<file path="src/rtl/pwr_mon_pkg.sv">
package pwr_mon_pkg;
  typedef enum logic [1:0] {
    THR_NONE  = 2'b00,
    THR_MOD   = 2'b01,
    THR_HEAVY = 2'b10
  } throttle_e;

  localparam int OFS_STATUS = 8'h08;
  localparam int OFS_THR    = 8'h10;
  localparam int OFS_HLIM   = 8'h18;
  localparam int OFS_ALIM   = 8'h20;

  localparam int THR1_LSB = 0;
  localparam int THR2_LSB = 8;
  localparam int ALM1_BIT = 16;
  localparam int ALM2_BIT = 17;
  localparam int LAT_BIT  = 18;
  localparam int LIM_EN_BIT = 15;
  localparam int NUM_THR  = 2;
  localparam int NUM_LIM  = 2;
endpackage

</file>
<file path="src/rtl/pwr_thr_regs.sv">
module pwr_thr_regs
  import pwr_mon_pkg::*;
#(
  parameter int ADDR_W = 8,
  parameter int DATA_W = 64,
  parameter int THR_W  = 7,
  localparam int BE_W  = DATA_W / 8
) (
  input  logic                       clk_i,
  input  logic                       rst_ni,
  input  logic                       wr_en_i,
  input  logic [ADDR_W-1:0]          wr_addr_i,
  input  logic [DATA_W-1:0]          wr_data_i,
  input  logic [BE_W-1:0]            wr_be_i,
  output logic [NUM_THR*THR_W-1:0]   thr_o
);
  localparam int THR_STRIDE = THR2_LSB - THR1_LSB;

  logic sel;
  logic unused_wr_bits;
  assign sel = wr_en_i && (wr_addr_i == ADDR_W'(OFS_THR));
  assign unused_wr_bits = ^wr_data_i;

  // one byte lane per threshold; lane g holds threshold g+1
  for (genvar g = 0; g < NUM_THR; g++) begin : g_thr
    logic [THR_W-1:0] q;
    always_ff @(posedge clk_i or negedge rst_ni) begin
      if (!rst_ni)                   q <= '1;
      else if (sel && wr_be_i[g])    q <= wr_data_i[THR1_LSB + g*THR_STRIDE +: THR_W];
    end
    assign thr_o[g*THR_W +: THR_W] = q;
  end

  a_r3_hold_no_write: assert property (@(posedge clk_i) disable iff (!rst_ni)
    !sel |=> $stable(thr_o));
  a_r3_lane0_only: assert property (@(posedge clk_i) disable iff (!rst_ni)
    (sel && !wr_be_i[1]) |=> $stable(thr_o[THR_W +: THR_W]));
  a_r3_lane1_only: assert property (@(posedge clk_i) disable iff (!rst_ni)
    (sel && !wr_be_i[0]) |=> $stable(thr_o[0 +: THR_W]));
endmodule

</file>
<file path="src/rtl/pwr_alarm.sv">
module pwr_alarm
  import pwr_mon_pkg::*;
#(
  parameter int PWR_W = 18,
  parameter int THR_W = 7
) (
  input  logic             clk_i,
  input  logic             rst_ni,
  input  logic [PWR_W-1:0] pwr_i,
  input  logic [THR_W-1:0] thr1_i,
  input  logic [THR_W-1:0] thr2_i,
  output logic [PWR_W-1:0] pwr_q_o,
  output logic [1:0]       alarm_o,
  output throttle_e        throttle_o
);
  logic [PWR_W-1:0] pwr_q;

  always_ff @(posedge clk_i or negedge rst_ni) begin
    if (!rst_ni) pwr_q <= '0;
    else         pwr_q <= pwr_i;
  end

  assign alarm_o[0] = pwr_q >= PWR_W'(thr1_i);
  assign alarm_o[1] = pwr_q >= PWR_W'(thr2_i);
  assign pwr_q_o    = pwr_q;

  // heavy wins even if threshold2 was programmed below threshold1
  always_comb begin
    if (alarm_o[1])      throttle_o = THR_HEAVY;
    else if (alarm_o[0]) throttle_o = THR_MOD;
    else                 throttle_o = THR_NONE;
  end

  a_r6_no_code3: assert property (@(posedge clk_i) disable iff (!rst_ni)
    throttle_o != 2'b11);
endmodule

</file>
<file path="src/rtl/pwr_csr_rd.sv">
module pwr_csr_rd
  import pwr_mon_pkg::*;
#(
  parameter int ADDR_W  = 8,
  parameter int DATA_W  = 64,
  parameter int PWR_W   = 18,
  parameter int THR_W   = 7,
  parameter int LIM_W   = 15,
  parameter int NUM_AFU = 4
) (
  input  logic                     clk_i,
  input  logic                     rst_ni,
  input  logic                     rd_en_i,
  input  logic [ADDR_W-1:0]        rd_addr_i,
  input  logic [PWR_W-1:0]         pwr_q_i,
  input  logic [1:0]               alarm_i,
  input  logic [NUM_THR*THR_W-1:0] thr_i,
  input  logic [NUM_AFU-1:0]       afu_lat_ok_i,
  input  logic [NUM_LIM*LIM_W-1:0] lim_i,
  input  logic [NUM_LIM-1:0]       lim_en_i,
  output logic [DATA_W-1:0]        rd_data_o,
  output logic                     rd_valid_o
);
  logic                      lat_q;
  logic [NUM_LIM*DATA_W-1:0] lim_word;
  logic [DATA_W-1:0]         stat_word, thr_word, rd_mux;
  logic                      unmapped;

  always_ff @(posedge clk_i or negedge rst_ni) begin
    if (!rst_ni) lat_q <= 1'b0;
    else         lat_q <= &afu_lat_ok_i;
  end

  // channel 0: host limit, channel 1: accelerator limit
  for (genvar c = 0; c < NUM_LIM; c++) begin : g_lim
    logic [LIM_W-1:0] lim_q;
    logic             en_q;
    always_ff @(posedge clk_i or negedge rst_ni) begin
      if (!rst_ni) begin
        lim_q <= '0;
        en_q  <= 1'b0;
      end else begin
        lim_q <= lim_i[c*LIM_W +: LIM_W];
        en_q  <= lim_en_i[c];
      end
    end
    always_comb begin
      lim_word[c*DATA_W +: DATA_W]                = '0;
      lim_word[c*DATA_W +: LIM_W]                 = lim_q;
      lim_word[c*DATA_W + LIM_EN_BIT]             = en_q;
    end
  end

  always_comb begin
    stat_word                 = '0;
    stat_word[PWR_W-1:0]      = pwr_q_i;
    stat_word[LAT_BIT]        = lat_q;
    thr_word                  = '0;
    thr_word[THR1_LSB +: THR_W] = thr_i[0 +: THR_W];
    thr_word[THR2_LSB +: THR_W] = thr_i[THR_W +: THR_W];
    thr_word[ALM1_BIT]        = alarm_i[0];
    thr_word[ALM2_BIT]        = alarm_i[1];
  end

  assign unmapped = !(rd_addr_i == ADDR_W'(OFS_STATUS) || rd_addr_i == ADDR_W'(OFS_THR) ||
                      rd_addr_i == ADDR_W'(OFS_HLIM)   || rd_addr_i == ADDR_W'(OFS_ALIM));

  always_comb begin
    rd_mux = '0;
    if (rd_addr_i == ADDR_W'(OFS_STATUS))    rd_mux = stat_word;
    else if (rd_addr_i == ADDR_W'(OFS_THR))  rd_mux = thr_word;
    else if (rd_addr_i == ADDR_W'(OFS_HLIM)) rd_mux = lim_word[0 +: DATA_W];
    else if (rd_addr_i == ADDR_W'(OFS_ALIM)) rd_mux = lim_word[DATA_W +: DATA_W];
  end

  always_ff @(posedge clk_i or negedge rst_ni) begin
    if (!rst_ni) begin
      rd_valid_o <= 1'b0;
      rd_data_o  <= '0;
    end else begin
      rd_valid_o <= rd_en_i;
      if (rd_en_i) rd_data_o <= rd_mux;
    end
  end

  a_r9_valid_follows: assert property (@(posedge clk_i) disable iff (!rst_ni)
    rd_en_i |=> rd_valid_o);
  a_r9_no_spurious: assert property (@(posedge clk_i) disable iff (!rst_ni)
    !rd_en_i |=> !rd_valid_o);
  a_r8_unmapped_zero: assert property (@(posedge clk_i) disable iff (!rst_ni)
    (rd_en_i && unmapped) |=> rd_data_o == '0);
endmodule

</file>
<file path="src/rtl/pwr_mon_top.sv">
module pwr_mon_top
  import pwr_mon_pkg::*;
#(
  parameter int ADDR_W  = 8,
  parameter int DATA_W  = 64,
  parameter int PWR_W   = 18,
  parameter int THR_W   = 7,
  parameter int LIM_W   = 15,
  parameter int NUM_AFU = 4,
  localparam int BE_W   = DATA_W / 8
) (
  input  logic              clk_i,
  input  logic              rst_ni,
  input  logic              wr_en_i,
  input  logic [ADDR_W-1:0] wr_addr_i,
  input  logic [DATA_W-1:0] wr_data_i,
  input  logic [BE_W-1:0]   wr_be_i,
  input  logic              rd_en_i,
  input  logic [ADDR_W-1:0] rd_addr_i,
  output logic [DATA_W-1:0] rd_data_o,
  output logic              rd_valid_o,
  input  logic [PWR_W-1:0]  pwr_i,
  input  logic [NUM_AFU-1:0] afu_lat_ok_i,
  input  logic [LIM_W-1:0]  host_lim_i,
  input  logic              host_lim_en_i,
  input  logic [LIM_W-1:0]  acc_lim_i,
  input  logic              acc_lim_en_i,
  output logic [1:0]        throttle_o
);
  logic [NUM_THR*THR_W-1:0] thr;
  logic [PWR_W-1:0]         pwr_q;
  logic [1:0]               alarm;
  throttle_e                thr_lvl;

  pwr_thr_regs #(.ADDR_W(ADDR_W), .DATA_W(DATA_W), .THR_W(THR_W)) u_regs (
    .clk_i, .rst_ni, .wr_en_i, .wr_addr_i, .wr_data_i, .wr_be_i,
    .thr_o(thr)
  );

  pwr_alarm #(.PWR_W(PWR_W), .THR_W(THR_W)) u_alarm (
    .clk_i, .rst_ni, .pwr_i,
    .thr1_i(thr[0 +: THR_W]), .thr2_i(thr[THR_W +: THR_W]),
    .pwr_q_o(pwr_q), .alarm_o(alarm), .throttle_o(thr_lvl)
  );

  pwr_csr_rd #(.ADDR_W(ADDR_W), .DATA_W(DATA_W), .PWR_W(PWR_W), .THR_W(THR_W),
               .LIM_W(LIM_W), .NUM_AFU(NUM_AFU)) u_rd (
    .clk_i, .rst_ni, .rd_en_i, .rd_addr_i,
    .pwr_q_i(pwr_q), .alarm_i(alarm), .thr_i(thr), .afu_lat_ok_i,
    .lim_i({acc_lim_i, host_lim_i}), .lim_en_i({acc_lim_en_i, host_lim_en_i}),
    .rd_data_o, .rd_valid_o
  );

  assign throttle_o = thr_lvl;

  a_r6_heavy: assert property (@(posedge clk_i) disable iff (!rst_ni)
    (pwr_q >= PWR_W'(thr[THR_W +: THR_W])) |-> throttle_o == 2'b10);
  a_r6_moderate: assert property (@(posedge clk_i) disable iff (!rst_ni)
    (pwr_q >= PWR_W'(thr[0 +: THR_W]) && pwr_q < PWR_W'(thr[THR_W +: THR_W]))
      |-> throttle_o == 2'b01);
  a_r6_none: assert property (@(posedge clk_i) disable iff (!rst_ni)
    (pwr_q < PWR_W'(thr[0 +: THR_W]) && pwr_q < PWR_W'(thr[THR_W +: THR_W]))
      |-> throttle_o == 2'b00);
endmodule

</file>
<file path="config.mk">
export PLATFORM = sky130hd
export DESIGN_NAME = pwr_mon_top
export DESIGN_NICKNAME = d
export VERILOG_FILES = /design/src/rtl/pwr_mon_pkg.sv /design/src/rtl/pwr_thr_regs.sv /design/src/rtl/pwr_alarm.sv /design/src/rtl/pwr_csr_rd.sv /design/src/rtl/pwr_mon_top.sv
export SDC_FILE = /design/constraint.sdc
export NUM_CORES = 1
export LEC_CHECK = 0
export BUFFER_PORTS_ARGS = -buffer_cell sky130_fd_sc_hd__buf_4
export CELL_PAD_IN_SITES_DETAIL_PLACEMENT = 1
export CELL_PAD_IN_SITES_GLOBAL_PLACEMENT = 1
export CORE_UTILIZATION = 35
export DETAILED_ROUTE_END_ITERATION = 6
export PLACE_DENSITY_LB_ADDON = 0.25
export SLEW_MARGIN = 10
export SYNTH_ARGS = -nofsm -noshare
export SYNTH_HDL_FRONTEND = slang
export SYNTH_SLANG_ARGS = --single-unit
export TNS_END_PERCENT = 100
</file>
<file path="constraint.sdc">
create_clock -name clk_i -period 3.1 [get_ports clk_i]
set_clock_uncertainty 0.15 [all_clocks]
set_input_delay 0.465 -clock clk_i [delete_from_list [all_inputs] [get_ports clk_i]]
set_output_delay 0.465 -clock clk_i [all_outputs]
set_load 0.05 [all_outputs]
</file>
# Word level (Yosys, flattened, before mapping)
# Cells that the tools add are included.
# Widths: inputs -> output; s select.
[totals]
elab_cells = 27
out_inout_bits = 67
in_bits = 146
register_bits = 130
[classes]
eq_ne = 5
n_reduce_logical = 4
order_cmp = 2
muxes = 6
[op_table]
columns = ["op", "count"]
rows = [
  ["$mux 64", 3],
  ["$ge 18x7->1", 2],
  ["$eq 8x5->1 const B", 3],
  ["$mux 16", 1],
  ["$eq 8x4->1 const B", 1],
  ["$eq 8x6->1 const B", 1],
  ["$reduce_and 4->1", 1],
  ["$logic_and 1x1->1", 3],
  ["$mux 2", 1],
  ["$mux 1", 1],
]

# Longest topological paths before layout
# Gate-level depths: netlist (run 1).
[logic_depth]
word_depth = 5
depth_mapped = 6
mapped_depth_nobuf = 6

# By module
# From an unflattened synthesis (run 1), not the netlist that was laid out.
[hier_totals]
hier_cells = 329
hier_area_um2 = 4102.7
[by_module_without_submodules]
columns = ["module", "area_each_um2", "instances", "seq_area_each_um2", "cells_per_inst"]
rows = [
  ["pwr_csr_rd", 2620.0, 1, 1326.3, 222],
  ["pwr_alarm", 874.6, 1, 450.4, 74],
  ["pwr_thr_regs", 608.1, 1, 367.9, 33],
]

# Worst setup path before layout (run 1)
# Ideal clock, no wire load.
[synth_path]
path_kind = "reg2out"
from = "reg u_regs.g_thr[1].q[5]"
to = "out throttle_o[0]"
path_stages_with_launch = 7
path_buffers = 0
t_required_ps = 2485
setup_slack_ps = -139
t_arrival_ps = 2624
path_cell_list = "dfstp_2 inv_1 ha_1 a21o_1 a31oi_1 o2111ai_1 nor2_1"
[synth_via]
elab_chain_cells = 2
[synth_rtl]
columns = ["element", "line", "source"]
rows = [
  ["from (decl)", "pwr_thr_regs.sv:26", "logic [THR_W-1:0] q;"],
  ["from (signal assigned)", "pwr_thr_regs.sv:29", "else if (sel && wr_be_i[g]) q <= wr_data_i[THR1_LSB + g*THR_STRIDE +: THR_W];"],
  ["$ge 18x7->1", "pwr_alarm.sv:24", "assign alarm_o[1] = pwr_q >= PWR_W'(thr2_i);"],
  ["$mux 2", "pwr_alarm.sv:29", "if (alarm_o[1]) throttle_o = THR_HEAVY;"],
  ["to (decl)", "pwr_mon_top.sv:28", "output logic [1:0] throttle_o"],
]
# Every way passes these cells.

# Worst setup path in the final report (run 1)
[layout_path]
from = "reg u_regs.g_thr[1].q[5]"
to = "out throttle_o[1]"
# The elaborated chain is that of the path after synthesis.

==> implementation parameters, run 1 <==
Parameter                              Value

Status
  Result of the run    completed

STA
  Worst max-slew margin expressed relative to the limit    between 30% and 40%
  Final Setup Violations    0
  Final Worst Setup Slack    0.247 ns
  Worst-margin pin slew    just over 1 ns
  Pins Over Slew Limit    0
  Fmax    351 MHz
  Final-report hold violation count    0
  Final Cycle Share    92.0%
  Fin Hold WS    between 0.05 and 0.06 ns
  Crit path time final    2.85 ns
  Total Neg Setup Slack    0 ns
  Setup repair after global routing missed its margin    no

Logic synthesis
  Number of flops mapped to enable cells by yosys    0
  Mapped Cells    294
  Post-synthesis cell type with the largest combined area    dfrtp_1
  Post-synth top cells    dfrtp_1, buf_4, mux2_2
  Post-synth top flop    dfrtp_1
  YS warnings    0
  Share of flip-flops with an asynchronous set or reset    100%
  Netlist Area Pre-Place    3800 sq um
  Mean cell area of the mapped netlist    between 10 and 15 sq um
  Synth Register Bits    85
  Synth top area cells    dfrtp_1, dfstp_2, buf_4, mux2_2, ha_1
  Top cell type's share of synthesized area    46.8%
  Leading cell type by number of instances after synthesis    dfrtp_1
  Unique masters post-synth    40
  Sequential-to-total area share from yosys stat    56.5%

Clock tree
  Post-CTS Setup Inserts    0
  Hold bufs inserted after CTS    0
  Root buffer cell    clkbuf_8
  Max Buffers Root-to-Sink    2
  Cts bufs inserted    9
  CTS resizes    0
  Clock Latency Late Sink    0.36 ns
  TritonCTS clock tree    built
  Number of levels the H-tree was split into    3
  Clock edge transition at the registers on the reported setup and hold paths    0.10 ns
  CTS sink count    85

Final layout
  Fillers    1115
  Area grow syn2layout    26.7%
  Antenna Diode Count    0
  Final instance area    4810 sq um
  Post-layout utilization of the core    46.2%
  Cell Count, Final, Fillers Out    ~550
  Post-layout nets    567
  Share of final-layout standard cells stronger than drive strength 1    42.0%

Power
  Proportion of power drawn by flip-flops and latches    about half
  Net switching power figure    between 0.6 and 0.7 mW
  Fraction of power spent switching nets    28.1%
  Overall power consumption    2.35 mW
  Cell Pwr Density    488 nW/um^2
  Int Pwr    approximately 1.7 mW
  Clock power frac    35.1%
  Max IR drop VDD    0.000272 V
  Proportion of power drawn by combinational gates    about 15%
  Leakage power    2.30 nW

Drt
  First DRT Iteration DRCs    50
  Post-DR wirelength/cell    16.3 um
  Number of nets with antenna violations after detailed routing    0
  Vias post-DR    2580
  Wire length reported by the detailed router    8.94 mm
  Via count normalized by instance count    4.71
  Residual DRC count    0
  Count of TritonRoute iterations in the first routing pass    4

Setup path
  Highest cell delay on the worst timing path    0.56 ns
  Nature of the critical path endpoint    output pin
  Peak fanout along the critical path    3
  CP startpoint kind    flop
  Number of buffers and inverters on the critical path    2
  Critical Path Slowest Stage Cell    dfstp_2
  Crit-path cells    inv_1 -> ha_1 -> and4b_1 -> nand3_1 -> o2111ai_1 -> buf_4
  Type of the worst setup path    reg2out
  Arrival @ worst endpoint    2.24 ns
  Data required time of the worst path    roughly 2.5 ns
  Family with the most delay on the worst path    flip-flops

Die
  Cell row count    37
  Initial core utilization    36.4%
  Total die area    approximately 11000 sq um
  I/O pin count    roughly 210
  Placeable Area    approximately 10000 sq um
  Die height    106 um
  Die outline width    ~110 um

Global routing
  Pin count of the biggest net entering global routing    86
  Total overflow reported by the global router    0
  Initial antenna violation count    0
  Wire length of the first global-routing pass    14.3 mm
  All-layer global routing usage    about 17%
  Vias in the first global route    2743

Hold path
  Min-Delay Path Class    in2reg

Placement
  Cell area after placement    4600 sq um
  Setup Slack @ Placement    0.545 ns
  Port Buf Inserts    between 100 and 150
  Routability congestion estimate    0.751
  Detailed Place HPWL    6.64 mm
  Dpl cells    between 500 and 600

Run
  Max Cap Violations    0
## flip-flops by register name, indices dropped and copies added (netlist names)
signal	count
u_rd.lat_q	1
u_alarm.pwr_q_o	18
u_rd.rd_valid_o	1
u_rd.g_lim.lim_q	30
u_rd.g_lim.en_q	2
u_rd.rd_data_o	19
u_regs.g_thr.q	14
## cells by family (layout without fill, tap and decap cells)
group	Yosys count	in the layout	synth area share (%)
DFF	85	85	56.5
and+or+nand+nor	32	32	5.17
buffers and inverters	72	146	11.8
muxes	31	31	9.10
adders and majority gates	14	14	4.61
other	1	45	0.0988
AOI/OAI and AO/OA	59	59	12.7
## power groups by stage
stage                     registers [mW]  clock network, mW  logic (mW)
after floorplan                     1.19                  0       0.251
after global placement              1.19                  0       0.346
after detailed placement            1.20                  0       0.352
after CTS                           1.17              0.854       0.353
after global routing                1.18              0.902       0.380
final                               1.17              0.825       0.348
## per-layer routing
| metal | global-route usage, % | routed length [um] | vias to the layer above |
|---|---|---|---|
| met1 | 21.0 | 3760 | 1269 |
| met5 | 0 | 0 | - |
| met2 | 27.6 | 4380 | 112 |
| met3 | 5.64 | 634 | 13 |
| met4 | 5.65 | 175 | 0 |
| li1 | - | - | 1186 |
## area by class of cell
type / instances / area [sq um] / area share, %
tap: 136 / 170 / 3.54
clock buffer: 11 / 141 / 2.94
multi-input combinational: 181 / 1370 / 28.5
timing repair buffer: 114 / 856 / 17.8
clock inverter: 5 / 66.3 / 1.38
sequential: 85 / 2140 / 44.6
inverter: 16 / 60.1 / 1.25
## worst paths after layout
check | from | endpoint | slack, ns | cells past startpoint
min | pwr_i[10] | u_alarm.pwr_q_o[10] | 0.05 | 1
max | u_regs.g_thr[1].q[5] | throttle_o[1] | 0.25 | 6
min in group asynchronous | rst_ni | u_rd.rd_data_o[9] | 0.13 | 1
max reg2reg | u_regs.g_thr[1].q[5] | u_rd.rd_data_o[17] | 0.97 | 6
min reg2reg | u_rd.lat_q | u_rd.rd_data_o[18] | 0.33 | 1
max in group asynchronous | rst_ni | u_alarm.pwr_q_o[1] | 2.01 | 1
## worst reg2reg max path: stages (launching register included)
cell	delay [ns]
dfstp_2	0.56
inv_1	0.05
ha_1	0.30
a21o_1	0.16
a31oi_1	0.16
o2111ai_1	0.26
a221o_1	0.38
## layout by cell type, fill, tap and decap left out, types with 2 or more instances in the layout
cell type and instances:
a21o_1 4, a21oi_1 4, a22oi_1 13, a2bb2oi_1 14, and4b_1 3, buf_4 114, clkbuf_8 10, conb_1 45
dfrtp_1 71, dfstp_2 14, ha_1 14, inv_1 15, inv_6 2, mux2_2 28, mux2i_1 3, nand2_1 5
nand2b_1 4, nand3_1 2, nor2_1 2, nor2b_1 3, nor3_1 4, nor4_1 2, o2bb2ai_1 16
Power figures use the tool's default switching activity.
==> inputs of run 2 (changes only) <==
==> constraint.sdc (replaced) <==
create_clock -name clk_i -period 3.4 [get_ports clk_i]
set_clock_uncertainty 0.15 [all_clocks]
set_input_delay 0.51 -clock clk_i [delete_from_list [all_inputs] [get_ports clk_i]]
set_output_delay 0.51 -clock clk_i [all_outputs]
set_load 0.05 [all_outputs]
==> run 2 against run 1 <==
Effect of this change:
- routed wire length down 1.3%
- final cell count unchanged
- largest cell class unchanged
- clock-buffer cell count down 2
- critical path depth up 1
- setup slack better by 0.25 ns
- register-to-register slack better by 0.31 ns
- hold slack better by 0.040 ns
- non-clock buffer count unchanged
- combinational power down 8.9%
- sequential share of layout area about the same
==> implementation parameters, run 2 (same netlist as run 1, synthesis figures left out) <==
Parameter                              Value

Drt
  Wire length reported by the detailed router    8.83 mm (-1.3%)
  Residual DRC count    0 (unchanged)
  Count of TritonRoute iterations in the first routing pass    4 (unchanged)
  Post-DR wirelength/cell    16.1 um (-1.3%)
  First DRT Iteration DRCs    53 (+6.0%)
  Vias post-DR    2574 (-0.23%)
  Number of nets with antenna violations after detailed routing    0 (unchanged)
  Via count normalized by instance count    4.70 (-0.23%)

Global routing
  Wire length of the first global-routing pass    14.0 mm (-1.7%)
  Vias in the first global route    2722 (-0.77%)
  Initial antenna violation count    0 (unchanged)
  Total overflow reported by the global router    0 (unchanged)
  All-layer global routing usage    16.9% (+0.025 points)
  Pin count of the biggest net entering global routing    86 (unchanged)

Clock tree
  CTS sink count    85 (unchanged)
  Clock Latency Late Sink    0.36 ns (about the same)
  Hold bufs inserted after CTS    0 (unchanged)
  Post-CTS Setup Inserts    0 (unchanged)
  Clock edge transition at the registers on the reported setup and hold paths    0.09 ns (about the same)
  Cts bufs inserted    9 (unchanged)
  CTS resizes    0 (unchanged)
  Root buffer cell    clkbuf_8
  Max Buffers Root-to-Sink    2 (unchanged)
  TritonCTS clock tree    built
  Number of levels the H-tree was split into    3 (unchanged)

Power
  Max IR drop VDD    0.000261 V (-3.9%)
  Net switching power figure    0.605 mW (-8.4%)
  Fraction of power spent switching nets    28.5% (+0.39 points)
  Clock power frac    34.6% (-0.5 points)
  Proportion of power drawn by flip-flops and latches    50.5% (+0.5 points)
  Int Pwr    1.52 mW (-10%)
  Cell Pwr Density    441 nW/um^2 (-9.6%)
  Leakage power    2.31 nW (about the same)
  Overall power consumption    2.12 mW (-9.6%)
  Proportion of power drawn by combinational gates    14.9% (about the same)

Placement
  Setup Slack @ Placement    0.815 ns (+0.271 ns)
  Detailed Place HPWL    6.54 mm (-1.4%)
  Port Buf Inserts    111 (unchanged)
  Routability congestion estimate    0.746 (-0.65%)

Setup path
  Setup slack on the worst flop-to-flop path    1.28 ns (+0.31 ns)
  Nature of the critical path endpoint    output pin
  Peak fanout along the critical path    3 (unchanged)
  Highest cell delay on the worst timing path    0.56 ns (about the same)
  Critical Path Slowest Stage Cell    dfstp_2
  Reg2Reg Depth    6 (unchanged)
  Family with the most delay on the worst path    flip-flops
  Number of buffers and inverters on the critical path    2 (unchanged)
  Data required time of the worst path    2.74 ns (+0.26 ns)
  Destination of the worst register-to-register timing path    u_rd.rd_data_o[17]
  CP startpoint kind    flop
  Type of the worst setup path    reg2out
  Worst flop-to-flop path startpoint    u_regs.g_thr[1].q[5]
  Crit-path cells    inv_1 -> ha_1 -> and4b_1 -> nand3_1 -> o2111ai_1 -> nor2_1 -> buf_4
  Arrival @ worst endpoint    2.25 ns (about the same)

Hold path
  Min-Delay Path Class    in2reg
  End of the worst hold path    u_alarm.pwr_q_o[7]
  Cell count of the worst hold path    1 (unchanged)
  Startpoint of the lowest-slack hold path    pwr_i[7]

STA
  Final Cycle Share    85.5%
  Worst max-slew margin expressed relative to the limit    31.0% (-0.81 points)
  Worst-margin pin slew    1.04 ns (+0.0121 ns)
  Total Neg Setup Slack    0 ns (unchanged)
  Final Setup Violations    0 (unchanged)
  Crit path time final    between 2 and 3 ns
  Pins Over Slew Limit    0 (unchanged)
  Fmax    344 MHz
  Final Worst Setup Slack    0.493 ns (+0.246 ns)
  Setup repair after global routing missed its margin    no
  Final-report hold violation count    0 (unchanged)

Run
  Max Cap Violations    0 (unchanged)

Final layout
  Most frequent cells in the layout    buf_4, dfrtp_1, conb_1
  Max FFs per register    30 (unchanged)
  Area grow syn2layout    26.7% (about the same)
  Share of final-layout standard cells stronger than drive strength 1    42.0% (unchanged)
  Reg with most FFs    u_rd.g_lim.lim_q
  Post-layout nets    567 (unchanged)
  Antenna Diode Count    0 (unchanged)
  Leading cell type in the layout, fill and taps excluded    buf_4

Die
  Cell row count    37 (unchanged)
  I/O pin count    213 (unchanged)
  Initial core utilization    36.4% (unchanged)
  Total die area    11300 sq um (unchanged)
  Placeable Area    10400 sq um (unchanged)
  Die height    106 um (unchanged)
  Die outline width    106 um (unchanged)

Status
  Result of the run    completed
[run 2: cell type report]
type | count | area (sq um)
clock inverters | 7 | 85.1
multi-input cells | 181 | 1370
fillers | 1126 | 5610
well taps | 136 | 170
repair buffers | 114 | 856
inverters | 16 | 60.1
flip-flops and latches | 85 | 2140
clock buffers | 9 | 124
[run 2: power groups by stage]
stage / Sequential [mW] / Combinational (mW) / Clock (mW)
CTS: 1.07 / 0.321 / 0.762
finish: 1.07 / 0.317 / 0.734
global route: 1.08 / 0.343 / 0.806
global placement: 1.09 / 0.316 / 0
detailed placement: 1.09 / 0.320 / 0
floorplan: 1.09 / 0.229 / 0
[run 2: worst max path at each step]
stage | slack [ns] | cells after the start | to | from
floorplan | 0.12 | 6 | throttle_o[0] | u_regs.g_thr[1].q[5]
global placement | 0.83 | 5 | u_rd.rd_data_o[16] | rd_addr_i[1]
detailed placement | 0.82 | 5 | u_rd.rd_data_o[16] | rd_addr_i[1]
CTS | 0.43 | 7 | throttle_o[0] | u_regs.g_thr[1].q[6]
global route | 0.33 | 7 | throttle_o[0] | u_regs.g_thr[0].q[5]
finish | 0.49 | 7 | throttle_o[0] | u_regs.g_thr[1].q[5]
[run 2: metal layers]
layer / GRT usage (%) / wire (um) / share of wire (%) / vias up
met4: 6.85 / 154 / 1.7 / 0
li1: - / - / - / 1186
met1: 21.0 / 3780 / 43 / 1262
met5: 0 / 0 / 0 / -
met3: 5.46 / 616 / 7.0 / 11
met2: 27.3 / 4270 / 48 / 115
[run 2: metrics by stage]
step                      util, %  hold WS [ns]  instances  cell area, sq um
after floorplan                 -        0.0644        338              3960
after global placement       44.2         0.302        532              4600
after detailed placement     44.2         0.314        532              4600
after CTS                    46.2        0.0666        548              4810
after global routing         46.2        0.0602        548              4810
final                        46.2        0.0931        548              4810
[run 2: worst register-to-register path, cell delays in order (launching register included)]
cell       delay [ns]
dfstp_2          0.56
inv_1            0.05
ha_1             0.30
a21o_1           0.16
a31oi_1          0.16
o2111ai_1        0.26
a221o_1          0.37
==> inputs of run 3 (changes only) <==
--- a/config.mk
+++ b/config.mk
@@ -8,7 +8,8 @@
 export BUFFER_PORTS_ARGS = -buffer_cell sky130_fd_sc_hd__buf_4
 export CELL_PAD_IN_SITES_DETAIL_PLACEMENT = 1
 export CELL_PAD_IN_SITES_GLOBAL_PLACEMENT = 1
-export CORE_UTILIZATION = 35
+export CORE_ASPECT_RATIO = 1.5
+export CORE_UTILIZATION = 33
 export DETAILED_ROUTE_END_ITERATION = 6
 export PLACE_DENSITY_LB_ADDON = 0.25
 export SLEW_MARGIN = 10
==> constraint.sdc (replaced) <==
create_clock -name clk_i -period 3.1 [get_ports clk_i]
set_clock_uncertainty 0.15 [all_clocks]
set_input_delay 0.465 -clock clk_i [delete_from_list [all_inputs] [get_ports clk_i]]
set_output_delay 0.465 -clock clk_i [all_outputs]
set_load 0.05 [all_outputs]
==> run 3 against run 2 <==
Effect of this change:
- clock power is 44% higher
- sequential share of layout area is 1.1 points lower
- highest routed layer unchanged
- critical path type unchanged
- register-to-register slack worse by 0.35 ns
- core utilization is 1.8 points lower
- non-clock buffer count is 2 higher
- flip-flop and latch count stayed put
- critical path depth is 1 lower
- design area is 2.6% higher
==> implementation parameters, run 3 (same netlist as run 1, synthesis figures left out) <==
Parameter                              Value

Die
  Initial core utilization    34.2% (-2.3 points)
  Cell row count    47 (+27%)
  Die outline width    89.6 um (-16%)
  Placeable Area    11100 sq um (+6.7%)
  Total die area    11900 sq um (+6.0%)
  Die height    133 um (+26%)
  I/O pin count    213 (unchanged)

Drt
  Sum of met2 wire segment lengths after detailed routing    5.50 mm (+29%)
  Metal3 WL    457 um (-26%)
  Number of nets with antenna violations after detailed routing    0 (unchanged)
  Vias post-DR    2586 (+0.47%)
  Wire length reported by the detailed router    9.37 mm (+6.2%)
  Met1 layer wirelength in the final routing    3.23 mm (-15%)
  Count of TritonRoute iterations in the first routing pass    4 (unchanged)
  Via count normalized by instance count    4.61 (-1.9%)
  Post-DR wirelength/cell    16.7 um (+3.7%)
  Residual DRC count    0 (unchanged)
  First DRT Iteration DRCs    100 (+89%)
  Max layer used    met4

Clock tree
  Clock Latency Late Sink    0.34 ns (-0.02 ns)
  Hold bufs inserted after CTS    0 (unchanged)
  Cts bufs inserted    9 (unchanged)
  TritonCTS clock tree    built
  CTS sink count    85 (unchanged)
  Root buffer cell    clkbuf_16
  Max Buffers Root-to-Sink    2 (unchanged)
  Number of levels the H-tree was split into    3 (unchanged)
  CTS resizes    0 (unchanged)
  Post-CTS Setup Inserts    0 (unchanged)
  Clock edge transition at the registers on the reported setup and hold paths    0.06 ns (-0.03 ns)

Global routing
  Pin count of the biggest net entering global routing    86 (unchanged)
  Wire length of the first global-routing pass    14.5 mm (+3.0%)
  Initial antenna violation count    0 (unchanged)
  Vias in the first global route    2776 (+2.0%)
  Total overflow reported by the global router    0 (unchanged)
  All-layer global routing usage    16.9% (about the same)

Final layout
  Reg with most FFs    u_rd.g_lim.lim_q
  Max FFs per register    30 (unchanged)
  Post-layout nets    569 (+0.35%)
  Antenna Diode Count    0 (unchanged)
  Most frequent cells in the layout    buf_4, dfrtp_1, conb_1
  Leading cell type in the layout, fill and taps excluded    buf_4
  Area grow syn2layout    29.9%
  Share of final-layout standard cells stronger than drive strength 1    42.5% (+0.52 points)

Power
  Proportion of power drawn by flip-flops and latches    45.4% (-5.1 points)
  Proportion of power drawn by combinational gates    13.6% (-1.3 points)
  Cell Pwr Density    525 nW/um^2 (+19%)
  Clock power frac    41.0% (+6.4 points)
  Overall power consumption    2.59 mW (+22%)
  Fraction of power spent switching nets    26.3% (-2.3 points)
  Max IR drop VDD    0.000291 V (+12%)
  Int Pwr    1.91 mW (+26%)
  Leakage power    2.35 nW (+2.1%)
  Net switching power figure    0.680 mW (+12%)

Setup path
  Arrival @ worst endpoint    2.27 ns (+0.02 ns)
  Peak fanout along the critical path    3 (unchanged)
  Data required time of the worst path    2.48 ns (-0.26 ns)
  Nature of the critical path endpoint    output pin
  CP startpoint kind    flop
  Type of the worst setup path    reg2out

Placement
  Setup Slack @ Placement    0.528 ns (-0.287 ns)
  Port Buf Inserts    111 (unchanged)
  Detailed Place HPWL    7.16 mm (+9.3%)
  Routability congestion estimate    0.821 (+10%)

STA
  Final Setup Violations    0 (unchanged)
  Setup repair after global routing missed its margin    no
  Total Neg Setup Slack    0 ns (unchanged)
  Fmax    347 MHz
  Final Worst Setup Slack    0.217 ns (-0.276 ns)
  Worst max-slew margin expressed relative to the limit    30.7% (-0.32 points)
  Final Cycle Share    93.0%
  Crit path time final    a little under 3 ns
  Final-report hold violation count    0 (unchanged)
  Fin Hold WS    0.0818 ns (-0.0113 ns)
  Worst-margin pin slew    1.04 ns (+0.00479 ns)
  Pins Over Slew Limit    0 (unchanged)

Status
  Result of the run    completed

Run
  Max Cap Violations    0 (unchanged)

Hold path
  Min-Delay Path Class    in2reg
## run 3: routing by layer
layer,up-vias,GRT usage [%]
met5,-,0
met3,10,3.78
li1,1191,-
met2,108,31.5
met4,0,6.53
met1,1277,17.8
## run 3: cell type report
cell class,count,area (sq um)
clock buffer,9,225
clock inverter,7,75.1
fill,1207,6180
inverter,16,60.1
multi-input combinational,181,1370
sequential,85,2140
tap,147,184
timing repair buffer,116,871
## run 3: final timing paths
check / startpoint / endpoint / slack [ns] / depth (start not counted)
worst max-delay path: u_regs.g_thr[1].q[5] / throttle_o[1] / 0.22 / 6
worst min-delay path: acc_lim_i[11] / u_rd.g_lim[1].lim_q[11] / 0.08 / 1
worst max register to register: u_regs.g_thr[1].q[5] / u_rd.rd_data_o[17] / 0.93 / 6
worst min register to register: u_rd.lat_q / u_rd.rd_data_o[18] / 0.32 / 1
max in group asynchronous: rst_ni / u_alarm.pwr_q_o[1] / 1.96 / 1
min in group asynchronous: rst_ni / u_alarm.pwr_q_o[9] / 0.16 / 1
## run 3: worst max-delay path, stage by stage, from the launching register on
cell and delay [ns]:
dfstp_2 0.56, inv_1 0.05, ha_1 0.28, and4b_1 0.21
nand3_1 0.09, o2111ai_1 0.45, buf_4 0.29
## run 3: power groups by stage
stage          clock [mW]  combinational [mW]  sequential [mW]
2_1_floorplan           0               0.251             1.19
3_3_place_gp            0               0.350             1.19
3_5_place_dp            0               0.355             1.20
4_1_cts              1.10               0.357             1.18
5_1_grt              1.14               0.381             1.18
6_report             1.06               0.351             1.18
## run 3: stage by stage
| stage | util, % | area, sq um | instances |
|---|---|---|---|
| 3_3_place_gp | 41.7 | 4630 | 545 |
| 5_1_grt | 44.4 | 4930 | 561 |
| 6_report | 44.4 | 4930 | 561 |
| 4_1_cts | 44.4 | 4930 | 561 |
| 2_1_floorplan | - | 3960 | 338 |
| 3_5_place_dp | 41.7 | 4630 | 545 |
